===== src/rtl/drv_softstart_pkg.sv =====
package drv_softstart_pkg;
  localparam int RAMP_W   = 8;
  localparam int DUR_SHORT_VG = 1;
  localparam int DUR_LONG_VG  = 5;
  localparam int DUR_SHORT_CAP = 800;
  localparam int DUR_LONG_CAP  = 4000;

  // ticks per code step for a duration in ms, never below one
  function automatic int step_ticks(input int dur_ms, input int tpm);
    int t;
    t = (dur_ms * tpm) / (1 << RAMP_W);
    return (t < 1) ? 1 : t;
  endfunction

  function automatic int pick_dur(input logic long_sel, input logic vgnd);
    if (vgnd) return long_sel ? DUR_LONG_VG : DUR_SHORT_VG;
    return long_sel ? DUR_LONG_CAP : DUR_SHORT_CAP;
  endfunction
endpackage


===== src/rtl/ss_interval_sel.sv =====
module ss_interval_sel
  import drv_softstart_pkg::*;
#(
  parameter int TICKS_PER_MS = 256,
  parameter int CW = 12
) (
  input  logic          long_sel_i,
  input  logic          vgnd_on_i,
  output logic [CW-1:0] interval_o
);
  always_comb begin
    interval_o = CW'(step_ticks(pick_dur(long_sel_i, vgnd_on_i), TICKS_PER_MS));
  end
endmodule


===== src/rtl/ss_step_timer.sv =====
module ss_step_timer #(
  parameter int CW = 12
) (
  input  logic          clk,
  input  logic          rst_n,
  input  logic          tick_i,
  input  logic          run_i,
  input  logic [CW-1:0] interval_i,
  output logic          step_o
);
  logic [CW-1:0] cnt_q;
  logic          last_tick;

  assign last_tick = (cnt_q >= interval_i - CW'(1));
  assign step_o    = run_i && tick_i && last_tick;

  always_ff @(posedge clk or negedge rst_n) begin
    if (!rst_n)           cnt_q <= '0;
    else if (!run_i)      cnt_q <= '0;
    else if (tick_i) begin
      if (last_tick)      cnt_q <= '0;
      else                cnt_q <= cnt_q + CW'(1);
    end
  end
endmodule


===== src/rtl/ss_ramp_reg.sv =====
module ss_ramp_reg #(
  parameter int W = 8
) (
  input  logic         clk,
  input  logic         rst_n,
  input  logic         up_i,
  input  logic         bypass_i,
  input  logic         step_i,
  output logic [W-1:0] ramp_o
);
  localparam logic [W-1:0] FULL = '1;

  always_ff @(posedge clk or negedge rst_n) begin
    if (!rst_n)        ramp_o <= '0;
    else if (bypass_i) ramp_o <= up_i ? FULL : '0;
    else if (step_i)   ramp_o <= up_i ? ramp_o + W'(1) : ramp_o - W'(1);
  end
endmodule


===== src/rtl/drv_softstart.sv =====
module drv_softstart
  import drv_softstart_pkg::*;
#(
  parameter int TICKS_PER_MS = 256
) (
  input  logic              clk,
  input  logic              rst_n,
  input  logic              tick_i,
  input  logic              dac_en_i,
  input  logic              mix_en_i,
  input  logic              click_en_i,
  input  logic              ss_bypass_i,
  input  logic              long_sel_i,
  input  logic              vgnd_on_i,
  output logic [RAMP_W-1:0] ramp_o,
  output logic              busy_o,
  output logic              done_o
);
  localparam int MAX_STEP = step_ticks(DUR_LONG_CAP, TICKS_PER_MS);
  localparam int CW       = $clog2(MAX_STEP + 1);
  localparam logic [RAMP_W-1:0] FULL = '1;

  // named internal events for the checker
  logic          req_any;
  logic          at_target;
  logic          run;
  logic          step_evt;
  logic [CW-1:0] interval;

  assign req_any   = dac_en_i | mix_en_i | click_en_i;
  assign at_target = req_any ? (ramp_o == FULL) : (ramp_o == '0);
  assign run       = !at_target && !ss_bypass_i;

  ss_interval_sel #(.TICKS_PER_MS(TICKS_PER_MS), .CW(CW)) u_isel (
    .long_sel_i (long_sel_i),
    .vgnd_on_i  (vgnd_on_i),
    .interval_o (interval)
  );

  ss_step_timer #(.CW(CW)) u_timer (
    .clk        (clk),
    .rst_n      (rst_n),
    .tick_i     (tick_i),
    .run_i      (run),
    .interval_i (interval),
    .step_o     (step_evt)
  );

  ss_ramp_reg #(.W(RAMP_W)) u_ramp (
    .clk      (clk),
    .rst_n    (rst_n),
    .up_i     (req_any),
    .bypass_i (ss_bypass_i),
    .step_i   (step_evt),
    .ramp_o   (ramp_o)
  );

  assign busy_o = !at_target;
  assign done_o = req_any && (ramp_o == FULL);
endmodule


===== config.mk =====
export PLATFORM = sky130hd
export DESIGN_NAME = drv_softstart
export DESIGN_NICKNAME = d
export VERILOG_FILES = /design/src/rtl/drv_softstart_pkg.sv /design/src/rtl/ss_interval_sel.sv /design/src/rtl/ss_step_timer.sv /design/src/rtl/ss_ramp_reg.sv /design/src/rtl/drv_softstart.sv
export SDC_FILE = /design/constraint.sdc
export NUM_CORES = 1
export LEC_CHECK = 0
export BUFFER_PORTS_ARGS = -buffer_cell sky130_fd_sc_hd__buf_4
export CORE_UTILIZATION = 58
export DETAILED_ROUTE_END_ITERATION = 8
export PLACE_DENSITY = 0.79
export SLEW_MARGIN = 20
export SYNTH_ARGS = -nofsm -noshare
export SYNTH_HDL_FRONTEND = slang
export SYNTH_SLANG_ARGS = --single-unit

===== constraint.sdc =====
create_clock -name clk -period 3.15 [get_ports clk]
set_clock_uncertainty 0.05 [all_clocks]
set_input_delay 0.315 -clock clk [delete_from_list [all_inputs] [get_ports clk]]
set_output_delay 0.315 -clock clk [all_outputs]
set_load 0.01 [all_outputs]

-- After elaboration in Yosys (flattened, before gate mapping)
Index checks and enable logic that the tools add are counted.
- register bits after elaboration: 20
- input port bits: 9
- output and inout port bits: 10
- $add $sub $neg: 4
- order comparisons: 2
- equal/unequal tests: 2
- muxes and demuxes: 14
- bitwise logic cells: 2
- reductions and logical operators: 8
- operators by type and width (operator ; count):
    $mux W12 ; 6
    $mux W8 ; 4
    $add A12 B1 Y12 const B ; 1
    $ge A12 B12 Y1 ; 1
    $lt A12 B1 Y1 const B ; 1
    $sub A12 B1 Y12 const B ; 1
    $add A8 B1 Y8 const B ; 1
    $eq A8 B8 Y1 const B ; 1
    $logic_not A8 Y1 ; 1
    $sub A8 B1 Y8 const B ; 1
    $mux W3 ; 2
    $logic_and A1 B1 Y1 ; 4
    $logic_not A1 Y1 ; 2
    $mux W1 ; 2
    $ne A2 B2 Y1 const B ; 1
    $or A1 B1 Y1 ; 2
    $reduce_bool A2 Y1 ; 1

-- Longest topological paths before layout
- depth in word-level cells: 10
- gate-level depth with buffers: 11
- depth with buffers taken out: 9

-- Cells and area by module
A second synthesis with hierarchy kept.
- cell total of the unflattened synthesis: 229
- area, all modules: 1981.9 um^2
- by module, submodules not included (module ; instances ; cells each ; area an instance (um^2)):
    ss_step_timer ; 1 ; 138 ; 1187.4
    ss_ramp_reg ; 1 ; 68 ; 644.4
    ss_interval_sel ; 1 ; 13 ; 83.8
    drv_softstart ; 1 ; 10 ; 66.3

-- Least setup slack after synthesis
Ideal clock, no wire load.
- path type: input -> register
- start: input port vgnd_on_i
- end: register u_timer.cnt_q[11]
- library setup time: 74 ps
- data arrival time: 2436 ps
- data required time: 3026 ps
- path slack: 590 ps
- stages on the path: 10
- path through: inv_1 > nand2_1 > ha_1 > nand4_1 > nor3_1 > or4b_2 > or3_1 > buf_2 > or3_1 > o21ai_2
- word-level cells in the longest chain between the ends: 9
- elaborated cells on any way between the ends: 10
- RTL lines (item ; line ; source):
    start, declared ; drv_softstart.sv:14 ; input logic vgnd_on_i,
    $mux W3 or $mux W1 (tied branches) ; drv_softstart_pkg.sv:16 ; if (vgnd) return long_sel ? DUR_LONG_VG : DUR_SHORT_VG;
    $mux W12 (*) ; drv_softstart_pkg.sv:17 ; return long_sel ? DUR_LONG_CAP : DUR_SHORT_CAP;
    $lt A12 B1 Y1 ; drv_softstart_pkg.sv:12 ; return (t < 1) ? 1 : t;
    $mux W12 (*) ; drv_softstart_pkg.sv:12 ;
    $sub A12 B1 Y12 (*) ; ss_step_timer.sv:14 ; assign last_tick = (cnt_q >= interval_i - CW'(1));
    $ge A12 B12 Y1 (*) ; ss_step_timer.sv:14 ;
    $mux W12 (*) ; ss_step_timer.sv:21 ; if (last_tick) cnt_q <= '0;
    $mux W12 (*) ; ss_step_timer.sv:20 ; else if (tick_i) begin
    $mux W12 (*) ; ss_step_timer.sv:19 ; else if (!run_i) cnt_q <= '0;
    end signal, assigned ; ss_step_timer.sv:22 ; else cnt_q <= cnt_q + CW'(1);
    end, declared ; ss_step_timer.sv:11 ; logic [CW-1:0] cnt_q;
Mark *: on every way between the ends. The rest lies on a longest branch, timed or not. The select of a mux whose other input is x is not followed.
A chain may end at the register's enable or synchronous reset.

-- Final worst setup path
- start: register u_timer.cnt_q[7]
- end: register u_timer.cnt_q[10]
- word-level cells in the longest chain between the ends: 4
- elaborated cells on any way between the ends: 5
- RTL lines (item ; line):
    $add A12 B1 Y12 or $ge A12 B12 Y1 (tied branches) ; ss_step_timer.sv:22, ss_step_timer.sv:14
    $mux W12 (*) ; ss_step_timer.sv:21
    $mux W12 (*) ; ss_step_timer.sv:20
    $mux W12 (*) ; ss_step_timer.sv:19
Marks and branches as above.

==> results.txt <==
Status: complete, no violations
Fill cell count: 223
Ratio of cells with drive above 1 in the final layout: 20.7%
Global-route wire length before repair: 6.16 mm
Sequential fraction of the synthesis area: 29.9%
Dpl cell area: 1830 sq um
Longest Clk Path Bufs: 2
Number of antenna diodes: 0
Critical path arrival: 2.94 ns
Final core utilization: 69.2%
Clock H-tree levels: 1
Pre-antenna DRT Iters: 4
Worst hold slack: 0.297 ns
Gp weighted congestion: 0.841
Clk sink count: 20
Post-route setup slack: 0.416 ns
Cts repair resizes: 0
Dominant cells by area after synthesis: dfrtp_1 (30%), ha_1 (14%), a21o_1 (4.5%), nor3b_2 (3.7%), nor2_1 (2.9%)
Mapped Cells: 179
CP Capture Type: register
Layout area overhead: 12.9%
Die outline area: 3110 sq um
CTS tree: yes
Die W: 55.7 um
Number of flops mapped to enable cells by yosys: 0
Design area: 1890 sq um
Ys Warns: 0
Post-route ant nets: 0
Clk_lat worst skew: 0.31 ns
DR top layer: met4
CP max stage delay: 0.62 ns
# DRC: 0
Post-synth top cells: dfrtp_1 (20), ha_1 (19), nor2_1 (13)
CP Launch Type: register
Period utilization: 86.8%
Netlist Area Pre-Place: 1670 sq um
Total track usage: 25.1%
Final hold vios: 0
Vias in the first global route: 1385
I/O pins: 19
Vias: 1422
M1 WL: 1.66 mm
Final std cells w/o fill: 229
Die Y-Extent: 55.7 um
Max frequency: 0.366 GHz
Hold_buf cts: 1
Clock transition at path regs: 0.11 ns
DR WL/cell: 15.4 um
Power Dens Cells: 520 nW/um^2
Max_cap viols: 0
Row cnt: 19
Grt ovf: 0
Worst vdd ir: 408 uV
Synth top area share: 29.9%
Post-CTS setup buffers: 0
Hold Crit Class: in -> reg
Total CTS buffers: 3
Final WL: 3.54 mm
Max FO, Critical Path: 15
Register bit count reported by yosys: 20
Slowest stage cell, crit path: or4b_2
DRT iter0 DRCs: 52
NumNets Final: 228
Max Slew Vio Count: 0
CP required: 3.35 ns
Initial Util: 61.2%
Ys flop type: dfrtp_1
Most instantiated library cell after synthesis: dfrtp_1
RSZ-0062 raised after global routing: no
Post-synth cell types: 48
CP Cell Sequence: ha_1 -> a21oi_1 -> nor2_1 -> or4b_2 -> or3_1 -> buf_4 -> o21ai_0 -> a22o_1
Setup TNS: 0 ns
Placed insts: 224
HPWL Detailed: 2.80 mm
Pre-CTS setup slack: 0.288 ns
Met2 routed WL: 1.66 mm
Root Driver: clkbuf_4
Met3 WL: 201 um
CORE AREA: 2730 sq um
Total Power: 0.984 mW
IO Port Bufs: 18
Async set or reset register ratio after synthesis: 100%
P_leak: 0.917 nW
Largest net degree at the start of global routing: 21
Setup violations, final: 0
Final min period: 2.73 ns
Yosys top cell by area: dfrtp_1
Initial antenna violation count: 0
DR vias/cell: 6.21
Crit Path Class: reg -> reg
Syn Area/Cell: 9.35 sq um
R2R Setup Slk: 0.42 ns
## layout make-up
type / instances / area [sq um] / area share (%)
Tap cell: 31 / 38.8 / 2.05
Clock buffer: 3 / 22.5 / 1.19
Inverter: 5 / 23.8 / 1.26
Sequential cell: 20 / 500 / 26.5
Clock inverter: 1 / 30.0 / 1.59
Multi-Input combinational cell: 149 / 1120 / 59.4
Timing Repair Buffer: 20 / 153 / 8.07
## path summary, 6_finish.rpt
kind / startpoint / to / cells after the start
setup / recovery: u_timer.cnt_q[7] / u_timer.cnt_q[10] / 8
hold reg to reg: u_timer.cnt_q[0] / u_timer.cnt_q[0] / 1
setup reg to reg: u_timer.cnt_q[7] / u_timer.cnt_q[10] / 8
min in group asynchronous: rst_n / u_ramp.ramp_o[2] / 2
hold / removal: tick_i / u_timer.cnt_q[0] / 4
max in group asynchronous: rst_n / u_timer.cnt_q[1] / 2
## report_power, final
part,switching (mW),total [mW],internal [mW]
logic,0.201,0.408,0.207
clock network,0.0795,0.208,0.129
registers,0.0709,0.368,0.297
total,0.352,0.984,0.632
## layout by cell type (no fill, tap or decap), drive strengths merged, types with 2 or more instances in the layout
cell type and instances:
a31oi 3, nor3b 8, inv 4, a221oi 2, nor4 3, mux2 3
ha 19, dfrtp 20, conb 2, xor2 3, a21oi 9, and2 2
clkbuf 3, nand2 7, a22o 3, nor2 14, a21o 10, or3 5
nand3 3, and3 7, o21ai 14, o211ai 4, nand4 4, o22a 2
o21a 3, buf 19, nor3 5, or2 2
## cell families (layout without fill, tap and decap cells)
family,after synthesis,count (layout),synth area share (%)
flip-flops,20,20,29.9
other,1,2,0.224
XOR/XNOR,4,4,2.09
AO/OA/AOI/OAI,52,52,20.9
adder cells (fa/ha/maj),20,20,15.4
AND/OR/NAND/NOR,67,67,25.6
multiplexers,4,4,2.62
buffers and inverters,11,29,3.29
## layer usage
layer / up-vias / GRT usage, %
li1: 716 / -
met4: 0 / 4.64
met2: 35 / 39.9
met5: - / 0
met3: 2 / 6.28
met1: 669 / 35.2
## flip-flops by register name, summed over array words and instances, names as in the netlist
signal,flops
u_ramp.ramp_o,8
u_timer.cnt_q,12
## worst max-delay path: cells and delay by family (launching register included)
family	cells	cell delay [ns]
AO/OA/AOI/OAI	3	0.52
adder cells (fa/ha/maj)	1	0.34
buffers and inverters	1	0.22
flip-flops	1	0.48
AND/OR/NAND/NOR	3	1.07
Note: power is estimated with default switching activity, not from simulation.
